<file path="src/rtl/adc_ctrl_pkg.sv">
package adc_ctrl_pkg;
  localparam int REG_W  = 8;
  localparam int REF_W  = 2;
  localparam int CHAN_W = 4;
  localparam int RAW_W  = 10;
  localparam int DATA_W = 16;
  localparam int PAD_W  = DATA_W - RAW_W;

  // bit positions: the layout is software-visible, so it is fixed
  localparam int REF_LSB  = 6;
  localparam int ADJ_BIT  = 5;
  localparam int CHAN_LSB = 0;

  typedef enum logic [REF_W-1:0] {
    REF_EXT_PIN = 2'b00,
    REF_SUPPLY  = 2'b01,
    REF_RSVD    = 2'b10,
    REF_FIXED   = 2'b11
  } ref_code_e;

  typedef struct packed {
    logic [REF_W-1:0]  refs;
    logic              left;
    logic [CHAN_W-1:0] chan;
  } sel_fields_t;

  function automatic sel_fields_t unpack_ctrl(input logic [REG_W-1:0] b);
    sel_fields_t f;
    f.refs = b[REF_LSB +: REF_W];
    f.left = b[ADJ_BIT];
    f.chan = b[CHAN_LSB +: CHAN_W];
    return f;
  endfunction

  function automatic logic [REG_W-1:0] pack_ctrl(input sel_fields_t f);
    logic [REG_W-1:0] b;
    b = '0;
    b[REF_LSB +: REF_W]   = f.refs;
    b[ADJ_BIT]            = f.left;
    b[CHAN_LSB +: CHAN_W] = f.chan;
    return b;
  endfunction

  function automatic logic [DATA_W-1:0] fmt_result(input logic [RAW_W-1:0] raw,
                                                   input logic left);
    if (left) return {raw, {PAD_W{1'b0}}};
    return {{PAD_W{1'b0}}, raw};
  endfunction
endpackage

</file>
<file path="src/rtl/adc_ctrl_store.sv">
module adc_ctrl_store
  import adc_ctrl_pkg::*;
(
  input  logic             clk,
  input  logic             rst_n,
  input  logic             wr_en,
  input  logic [REG_W-1:0] wr_data,
  output sel_fields_t      cur,
  output sel_fields_t      nxt
);
  always_comb nxt = wr_en ? unpack_ctrl(wr_data) : cur;

  always_ff @(posedge clk or negedge rst_n) begin
    if (!rst_n) cur <= '0;
    else        cur <= nxt;
  end


  store_readback_chk: assert property (@(posedge clk) disable iff (!rst_n)
    wr_en |=> (cur == unpack_ctrl($past(wr_data))));
endmodule

</file>
<file path="src/rtl/adc_ctrl_commit.sv">
module adc_ctrl_commit
  import adc_ctrl_pkg::*;
(
  input  logic              clk,
  input  logic              rst_n,
  input  logic              conv_busy,
  input  logic              conv_done,
  input  logic [REF_W-1:0]  nxt_ref,
  input  logic [CHAN_W-1:0] nxt_chan,
  input  logic [REF_W-1:0]  held_ref,
  input  logic [CHAN_W-1:0] held_chan,
  output logic [REF_W-1:0]  ref_q,
  output logic [CHAN_W-1:0] chan_q,
  output logic              commit_evt
);
  // the applied copy may move when idle or at the completion strobe
  assign commit_evt = !conv_busy || conv_done;

  always_ff @(posedge clk or negedge rst_n) begin
    if (!rst_n) begin
      ref_q  <= '0;
      chan_q <= '0;
    end else if (commit_evt) begin
      ref_q  <= nxt_ref;
      chan_q <= nxt_chan;
    end
  end


  ref_hold_chk: assert property (@(posedge clk) disable iff (!rst_n)
    (conv_busy && !conv_done) |=> $stable(ref_q));

  chan_hold_chk: assert property (@(posedge clk) disable iff (!rst_n)
    (conv_busy && !conv_done) |=> $stable(chan_q));

  commit_match_chk: assert property (@(posedge clk) disable iff (!rst_n)
    commit_evt |=> (ref_q == held_ref) && (chan_q == held_chan));
endmodule

</file>
<file path="src/rtl/adc_result_fmt.sv">
module adc_result_fmt
  import adc_ctrl_pkg::*;
(
  input  logic [RAW_W-1:0]  raw,
  input  logic              left,
  output logic [DATA_W-1:0] data
);
  always_comb data = fmt_result(raw, left);
endmodule

</file>
<file path="src/rtl/adc_ctrl_reg.sv">
module adc_ctrl_reg
  import adc_ctrl_pkg::*;
(
  input  logic        clk,
  input  logic        rst_n,
  input  logic        wr_en,
  input  logic [7:0]  wr_data,
  output logic [7:0]  rd_data,
  input  logic        conv_busy,
  input  logic        conv_done,
  input  logic [9:0]  raw_result,
  output logic [1:0]  ref_sel,
  output logic [3:0]  chan_sel,
  output logic [15:0] data_out
);
  sel_fields_t cur_f, nxt_f;
  logic        commit_evt;

  adc_ctrl_store u_store (
    .clk(clk), .rst_n(rst_n), .wr_en(wr_en), .wr_data(wr_data),
    .cur(cur_f), .nxt(nxt_f)
  );

  adc_ctrl_commit u_commit (
    .clk(clk), .rst_n(rst_n), .conv_busy(conv_busy), .conv_done(conv_done),
    .nxt_ref(nxt_f.refs), .nxt_chan(nxt_f.chan),
    .held_ref(cur_f.refs), .held_chan(cur_f.chan),
    .ref_q(ref_sel), .chan_q(chan_sel), .commit_evt(commit_evt)
  );

  adc_result_fmt u_fmt (
    .raw(raw_result), .left(cur_f.left), .data(data_out)
  );

  assign rd_data = pack_ctrl(cur_f);


  right_adjust_chk: assert property (@(posedge clk) disable iff (!rst_n)
    !rd_data[ADJ_BIT] |-> (data_out[15:10] == '0) && (data_out[9:0] == raw_result));

  left_adjust_chk: assert property (@(posedge clk) disable iff (!rst_n)
    rd_data[ADJ_BIT] |-> (data_out[5:0] == '0) && (data_out[15:6] == raw_result));

  idle_pass_chk: assert property (@(posedge clk) disable iff (!rst_n)
    (wr_en && !conv_busy) |=> (ref_sel == $past(wr_data[7:6])) && (chan_sel == $past(wr_data[3:0])));

  same_cycle_chk: assert property (@(posedge clk) disable iff (!rst_n)
    (wr_en && conv_done) |=> (ref_sel == $past(wr_data[7:6])) && (chan_sel == $past(wr_data[3:0])));
endmodule

</file>
<file path="config.mk">
export PLATFORM = sky130hd
export DESIGN_NAME = adc_ctrl_reg
export DESIGN_NICKNAME = d
export VERILOG_FILES = /design/src/rtl/adc_ctrl_pkg.sv /design/src/rtl/adc_ctrl_store.sv /design/src/rtl/adc_ctrl_commit.sv /design/src/rtl/adc_result_fmt.sv /design/src/rtl/adc_ctrl_reg.sv
export SDC_FILE = /design/constraint.sdc
export NUM_CORES = 1
export LEC_CHECK = 0
export ABC_CLOCK_PERIOD_IN_PS = 1130
export BUFFER_PORTS_ARGS = -buffer_cell sky130_fd_sc_hd__buf_2
export CORE_MARGIN = 5
export CORE_UTILIZATION = 34
export DETAILED_ROUTE_END_ITERATION = 8
export GPL_TIMING_DRIVEN = 0
export PLACE_DENSITY = 0.73
export SLEW_MARGIN = 10
export SYNTH_ARGS = -nofsm -noshare
export SYNTH_HDL_FRONTEND = slang
export SYNTH_SLANG_ARGS = --single-unit
export TNS_END_PERCENT = 5
</file>
<file path="constraint.sdc">
create_clock -name clk -period 1.13 [get_ports clk]
set_clock_uncertainty 0.15 [all_clocks]
set_input_delay 0.1695 -clock clk [delete_from_list [all_inputs] [get_ports clk]]
set_output_delay 0.1695 -clock clk [all_outputs]
set_load 0.05 [all_outputs]
</file>
==> impl_metrics.csv, run 1 <==
group,metric,value,unit
critical_path,crit_path_max_fanout,10,
routing,drt-total-wl,1.88,mm
yosys,syn_avg_cell_area,13.7,µm²
flow_run,cap_violations,0,
cells_and_area,drive_gt1_frac,0.887,
timing,min_period_over_period,1.41,
global_route,antenna_found_initial,0,
power,pwr-share-comb,0.533,
cts,cts_tree,"yes",
routing,wl_per_cell,14.2,µm
critical_path,reg2reg_depth,3,
power,seqPwrFrac,0.314,
floorplan,rows,16,
cts,clkLatencyLatePin,260,ps
yosys,synth.yosys.seq_area_share,0.474,
yosys,ys_types,11,
yosys,synth.net_count,73,
cts,cts-root-buf,"clkbuf_4",
place,port_buffers,49,
cells_and_area,syn_to_final_growth,94.9,%
yosys,synthesis.area,687,µm²
floorplan,coreArea,0.00194,mm²
routing,ant_nets,0,
critical_path,crit_required,810,ps
cts,cts_buffer_depth,2,
timing,finalHoldViolations,4,
global_route,grt-ovfl-total,0,
power,p_clk_frac,0.153,
routing,firstDrtPassIters,1,
global_route,grt_pass1_vias,650,
min_path,min_path_type,"input port to register",
critical_path,path_cells,"buf_6 > clkbuf_16 > and2_4 > buf_6",
yosys,syn_inst,50,
power,internal-power,1080,µW
critical_path,crit_buf_inv,3,
global_route,grt_max_degree,14,
critical_path,crit_top_cell,"buf_6",
cells_and_area,n_fill_cell,131,
outcome,violations,"negative hold slack, negative setup slack",
cts,cts_buffers,3,
floorplan,die_w,54.9,µm
place,finalWeightedCongestion,0.601,
cells_and_area,finish.utilization,0.689,
cts,clkTransAtPathRegs,80,ps
floorplan,die_area,0.00302,mm²
timing,fmax,0.629,GHz
routing,drc,0,
power,power_per_cell_area,1340,mW/mm²
yosys,synth_seq_cells,13,
routing,vias,575,
critical_path,critPathMaxStageDelay,390,ps
global_route,grt_first_pass_wirelength,2.97,mm
critical_path,arrival,1270,ps
cells_and_area,antennaDiodeCount,0,
min_path,min_path_cells,2,
critical_path,critPathKind,"register to output pin",
cts,cts_sinks,13,
cts,holdBufCountCts,2,
timing,whs,-7.08,ps
power,swShare,0.398,
power,total_leakage_power,0.000687,µW
yosys,yosys_warnings,0,
critical_path,end_kind,"output pin",
place,placed_area,0.00103,mm²
critical_path,cp.depth,4,
routing,drt_iter0_markers,0,
timing,layout_setup_ws,-461,ps
floorplan,initial_core_util,0.354,
timing,drv_slew,0,
floorplan,dieHeight,54.9,µm
timing,rsz0062_at_grt,"true",
cts,cts_max_level,1,
floorplan,pin_count,53,
power,p_sw,716,µW
outcome,run_status,"finished with violations",
power,ir_worst_vdd,1.02,mV
cells_and_area,final_cell_area,0.00134,mm²
timing,final-setup-viol-count,36,
routing,via_per_inst,4.32,
timing,layout_min_cycle_time,1590,ps
global_route,grt.total_usage,0.140,
critical_path,slowest_stage,"dfrtp_1",
critical_path,critPathLaunchType,"register",
critical_path,crit_family,"buffers and inverters",
cells_and_area,nNetsFinal,130,
## logic make-up after synthesis
family,after synthesis,synth area share
AND/OR/NAND/NOR,13,0.118
multiplexers,17,0.344
other,1,0.00546
flip-flops,13,0.474
buffers and inverters,6,0.0583
## registers in the layout, indices dropped and copies added (netlist names)
signal / flops
u_commit.chan_q: 4
u_commit.ref_q: 2
u_store.cur: 7
## placed cells by master (no fill, tap or decap), drive strengths merged
master,n
dlygate4sd3,2
nand2b,1
conb,1
dfrtp,13
and2,6
mux2,17
nor2b,6
buf,55
clkbuf,5
## per-layer routing
layer / routed length [µm] / vias up / part of all wire / track usage
li1: - / 271 / - / -
met1: 776 / 262 / 0.41 / 0.152
met2: 845 / 42 / 0.45 / 0.246
met3: 261 / 0 / 0.14 / 0.0536
met4: 0 / 0 / 0 / 0.0486
met5: 0 / - / 0 / 0
## worst register-to-register path: cells and delay by family (launching register included)
family   cells  cell delay [ps]
buf+inv      2              320
flops        1              390
mux          1              260
## cell usage after synthesis
cell type	count	area (µm²)
clkbuf_1	1	3.75
nand2b_1	1	6.26
dfrtp_1	13	325
nor2b_1	6	37.5
buf_4	2	15.0
mux2_4	12	180
buf_6	1	11.3
and2_1	6	37.5
conb_1	1	3.75
mux2_2	5	56.3
buf_2	2	10.0
## metrics by stage
step | worst slack, ps | TNS (ps) | total power, µW | instances
2_1_floorplan | -185 | -3720 | 1140 | 50
3_3_place_gp | -328 | -4510 | 1300 | 126
3_5_place_dp | -345 | -4780 | 1310 | 126
4_1_cts | -470 | -7830 | 1780 | 133
5_1_grt | -521 | -9300 | 1880 | 133
6_report | -461 | -7630 | 1800 | 133
## power by group through the flow
stage | registers (µW) | clock network (µW) | logic (µW)
floorplan | 739 | 0 | 405
global placement | 556 | 0 | 744
detailed placement | 558 | 0 | 750
CTS | 565 | 280 | 936
global route | 575 | 303 | 999
finish | 565 | 275 | 959
## worst paths after layout
path	start	endpoint	slack [ps]
setup / recovery	u_store.cur[4]	data_out[15]	-460
hold / removal	wr_data[7]	u_store.cur[6]	-7
setup reg to reg	u_store.cur[4]	u_store.cur[4]	-90
hold reg to reg	u_store.cur[1]	u_store.cur[1]	390
max in group asynchronous	rst_n	u_store.cur[1]	440
min in group asynchronous	rst_n	u_commit.chan_q[2]	160
## layout make-up
| class | count | area [µm²] | area share |
|---|---|---|---|
| multi-input cells | 31 | 387 | 0.289 |
| plain buffers | 6 | 67.6 | 0.0505 |
| repair buffers | 52 | 492 | 0.367 |
| well taps | 27 | 33.8 | 0.0252 |
| flip-flops and latches | 13 | 333 | 0.249 |
| clock buffers | 4 | 26.3 | 0.0196 |
## timing repair
item | 4_1_cts | 5_1_grt
setup endpoints to repair | 36 | 36
cloned | 0 | 0
resized for setup | 69 | 7
endpoints found under the hold margin | 20 | 5
setup buffers | 1 | 0
(Power assumes the default switching activity.)
==> inputs of run 2 (changes only) <==
ABC_CLOCK_PERIOD_IN_PS = 1760   (was 1130)
CORE_UTILIZATION = 38   (was 34)
PLACE_DENSITY = 0.77   (was 0.73)
clock period = 1.76 ns   (was 1.13 ns; I/O delays follow)
==> run 2 against run 1 <==
Against the previous run:
- flip-flop and latch count did not move
- sequential share of layout area rose by 5.4 points
- final cell count fell by 3.0%
- combinational power fell by 49%
- largest power group unchanged
- die area fell by 8.6%
- first-iteration DRC count rose by 6
- the flow now finishes without violations
- sequential power fell by 38%
- clock power fell by 38%
- critical path depth fell by 1
- global-route usage fell by 0.93 points
- total power fell by 44%
- highest routed layer is now met4
- non-clock buffer count fell by 2
==> impl_metrics.csv, run 2 (synthesized netlist as in run 1, its figures left out) <==
group,metric,value,unit
outcome,run_status,"finished clean",
critical_path,critPathLaunchType,"register",
critical_path,critPathKind,"register to output pin",
floorplan,coreArea,0.00173,mm²
cells_and_area,regMostFlops,"u_store.cur",
timing,fmax,0.579,GHz
floorplan,die_w,52.5,µm
timing,final.setup.tns,0,ps
routing,vias,567,
cells_and_area,syn_to_final_growth,56.5,%
critical_path,arrival,1310,ps
cells_and_area,layout_commonest_cell,"buf_2",
cts,cts_sinks,13,
routing,wl_per_cell,12.7,µm
cts,post_cts_buffers,0,
floorplan,pin_count,53,
timing,min_period_over_period,0.982,
routing,drt_iter0_markers,6,
cells_and_area,largest_reg_flops,7,
routing,drt-total-wl,1.64,mm
routing,firstDrtPassIters,4,
global_route,grtUsageMet2,0.233,
flow_run,cap_violations,0,
place,port_buffers,49,
cells_and_area,final_cell_mix,"buf_2, dfrtp_1, buf_6, mux2_4",
floorplan,die_area,0.00276,mm²
cts,cts_buffers,3,
min_path,min_path_type,"input port to register",
place,dp_hpwl,1.27,mm
global_route,grt.total_usage,0.130,
cells_and_area,final_cell_area,0.00107,mm²
cells_and_area,finish.utilization,0.622,
timing,layout_min_cycle_time,1730,ps
critical_path,critPathMaxStageDelay,370,ps
timing,whs,86.4,ps
cts,cts_buffer_depth,2,
timing,rsz0062_at_grt,"true",
timing,finalHoldViolations,0,
cells_and_area,nNetsFinal,128,
critical_path,path_cells,"buf_6 > mux2_2 > buf_2",
power,pwr-share-comb,0.483,
power,total_leakage_power,0.000577,µW
critical_path,crit_path_max_fanout,8,
cts,cts_max_level,1,
global_route,grt_max_degree,14,
global_route,antenna_found_initial,0,
routing,drc,0,
power,ir_worst_vdd,0.545,mV
cts,cts_tree,"yes",
timing,final-setup-viol-count,0,
cells_and_area,reg_top3,"u_store.cur: 7 flops, u_commit.chan_q: 4 flops, u_commit.ref_q: 2 flops",
global_route,grt_pass1_vias,603,
power,power_per_cell_area,939,mW/mm²
critical_path,end_kind,"output pin",
place,placed_area,963,µm²
global_route,grt_util_met3,0.0370,
routing,ant_nets,0,
power,swShare,0.418,
power,seqPwrFrac,0.349,
critical_path,crit_required,1350,ps
global_route,busiest_layer,"met2",
global_route,grtUsageMet1,0.142,
critical_path,slowest_stage,"dfrtp_1",
cts,clkTransAtPathRegs,70,ps
place,finalWeightedCongestion,0.642,
timing,drv_slew,0,
cts,cts-root-buf,"clkbuf_4",
cells_and_area,antennaDiodeCount,0,
cts,clkLatencyLatePin,260,ps
cells_and_area,drive_gt1_frac,0.721,
routing,via_per_inst,4.40,
critical_path,crit_buf_inv,2,
critical_path,crit_family,"flip-flops",
power,p_clk_frac,0.168,
global_route,grt_first_pass_wirelength,2.64,mm
power,internal-power,588,µW
global_route,grt-ovfl-total,0,
power,p_sw,422,µW
floorplan,initial_core_util,0.398,
floorplan,dieHeight,52.5,µm
floorplan,rows,15,
run 2: power by group through the flow:
| stage | Sequential [µW] | Clock [µW] | Combinational (µW) |
|---|---|---|---|
| 3_3_place_gp | 355 | 0 | 450 |
| 4_1_cts | 352 | 182 | 471 |
| 2_1_floorplan | 471 | 0 | 234 |
| 6_report | 352 | 170 | 488 |
| 3_5_place_dp | 356 | 0 | 455 |
| 5_1_grt | 357 | 196 | 511 |
run 2: cell type report:
cell class | count | area [µm²]
buffer | 6 | 50.0
clock buffer | 4 | 26.3
fill | 149 | 652
multi-input combinational | 31 | 322
sequential | 13 | 325
tap | 25 | 31.3
timing repair buffer | 50 | 320
run 2: metal layers:
layer / wire length, µm / up-vias
met2: 822 / 40
met5: 0 / -
met4: 5 / 0
met1: 608 / 255
li1: - / 270
met3: 207 / 2
run 2: metrics by stage:
stage / cells / power, µW / worst slack (ps)
finish: 129 / 1010 / 31.9
CTS: 129 / 1000 / 15.2
floorplan: 50 / 705 / -43.1
detailed placement: 124 / 811 / 98.4
global route: 129 / 1060 / -36.1
global placement: 124 / 805 / 144
run 2: path summary, 6_finish.rpt:
path,startpoint,to,slack (ps),cells past startpoint
worst min register to register,u_commit.ref_q[1],u_commit.ref_q[1],370,1
worst max register to register,u_store.cur[4],u_store.cur[4],560,3
min in group asynchronous,rst_n,u_commit.chan_q[1],270,2
max in group asynchronous,rst_n,u_store.cur[2],980,2
worst max-delay path,u_store.cur[4],data_out[8],30,3
worst min-delay path,wr_data[5],u_store.cur[4],90,2
run 2: repair_timing:
item | in CTS | in global routing
cloned | 0 | 0
hold buffers | 1 | 0
gates resized for setup | 12 | 16
setup endpoints to repair | 13 | 13
endpoints found under the hold margin | 13 | 0
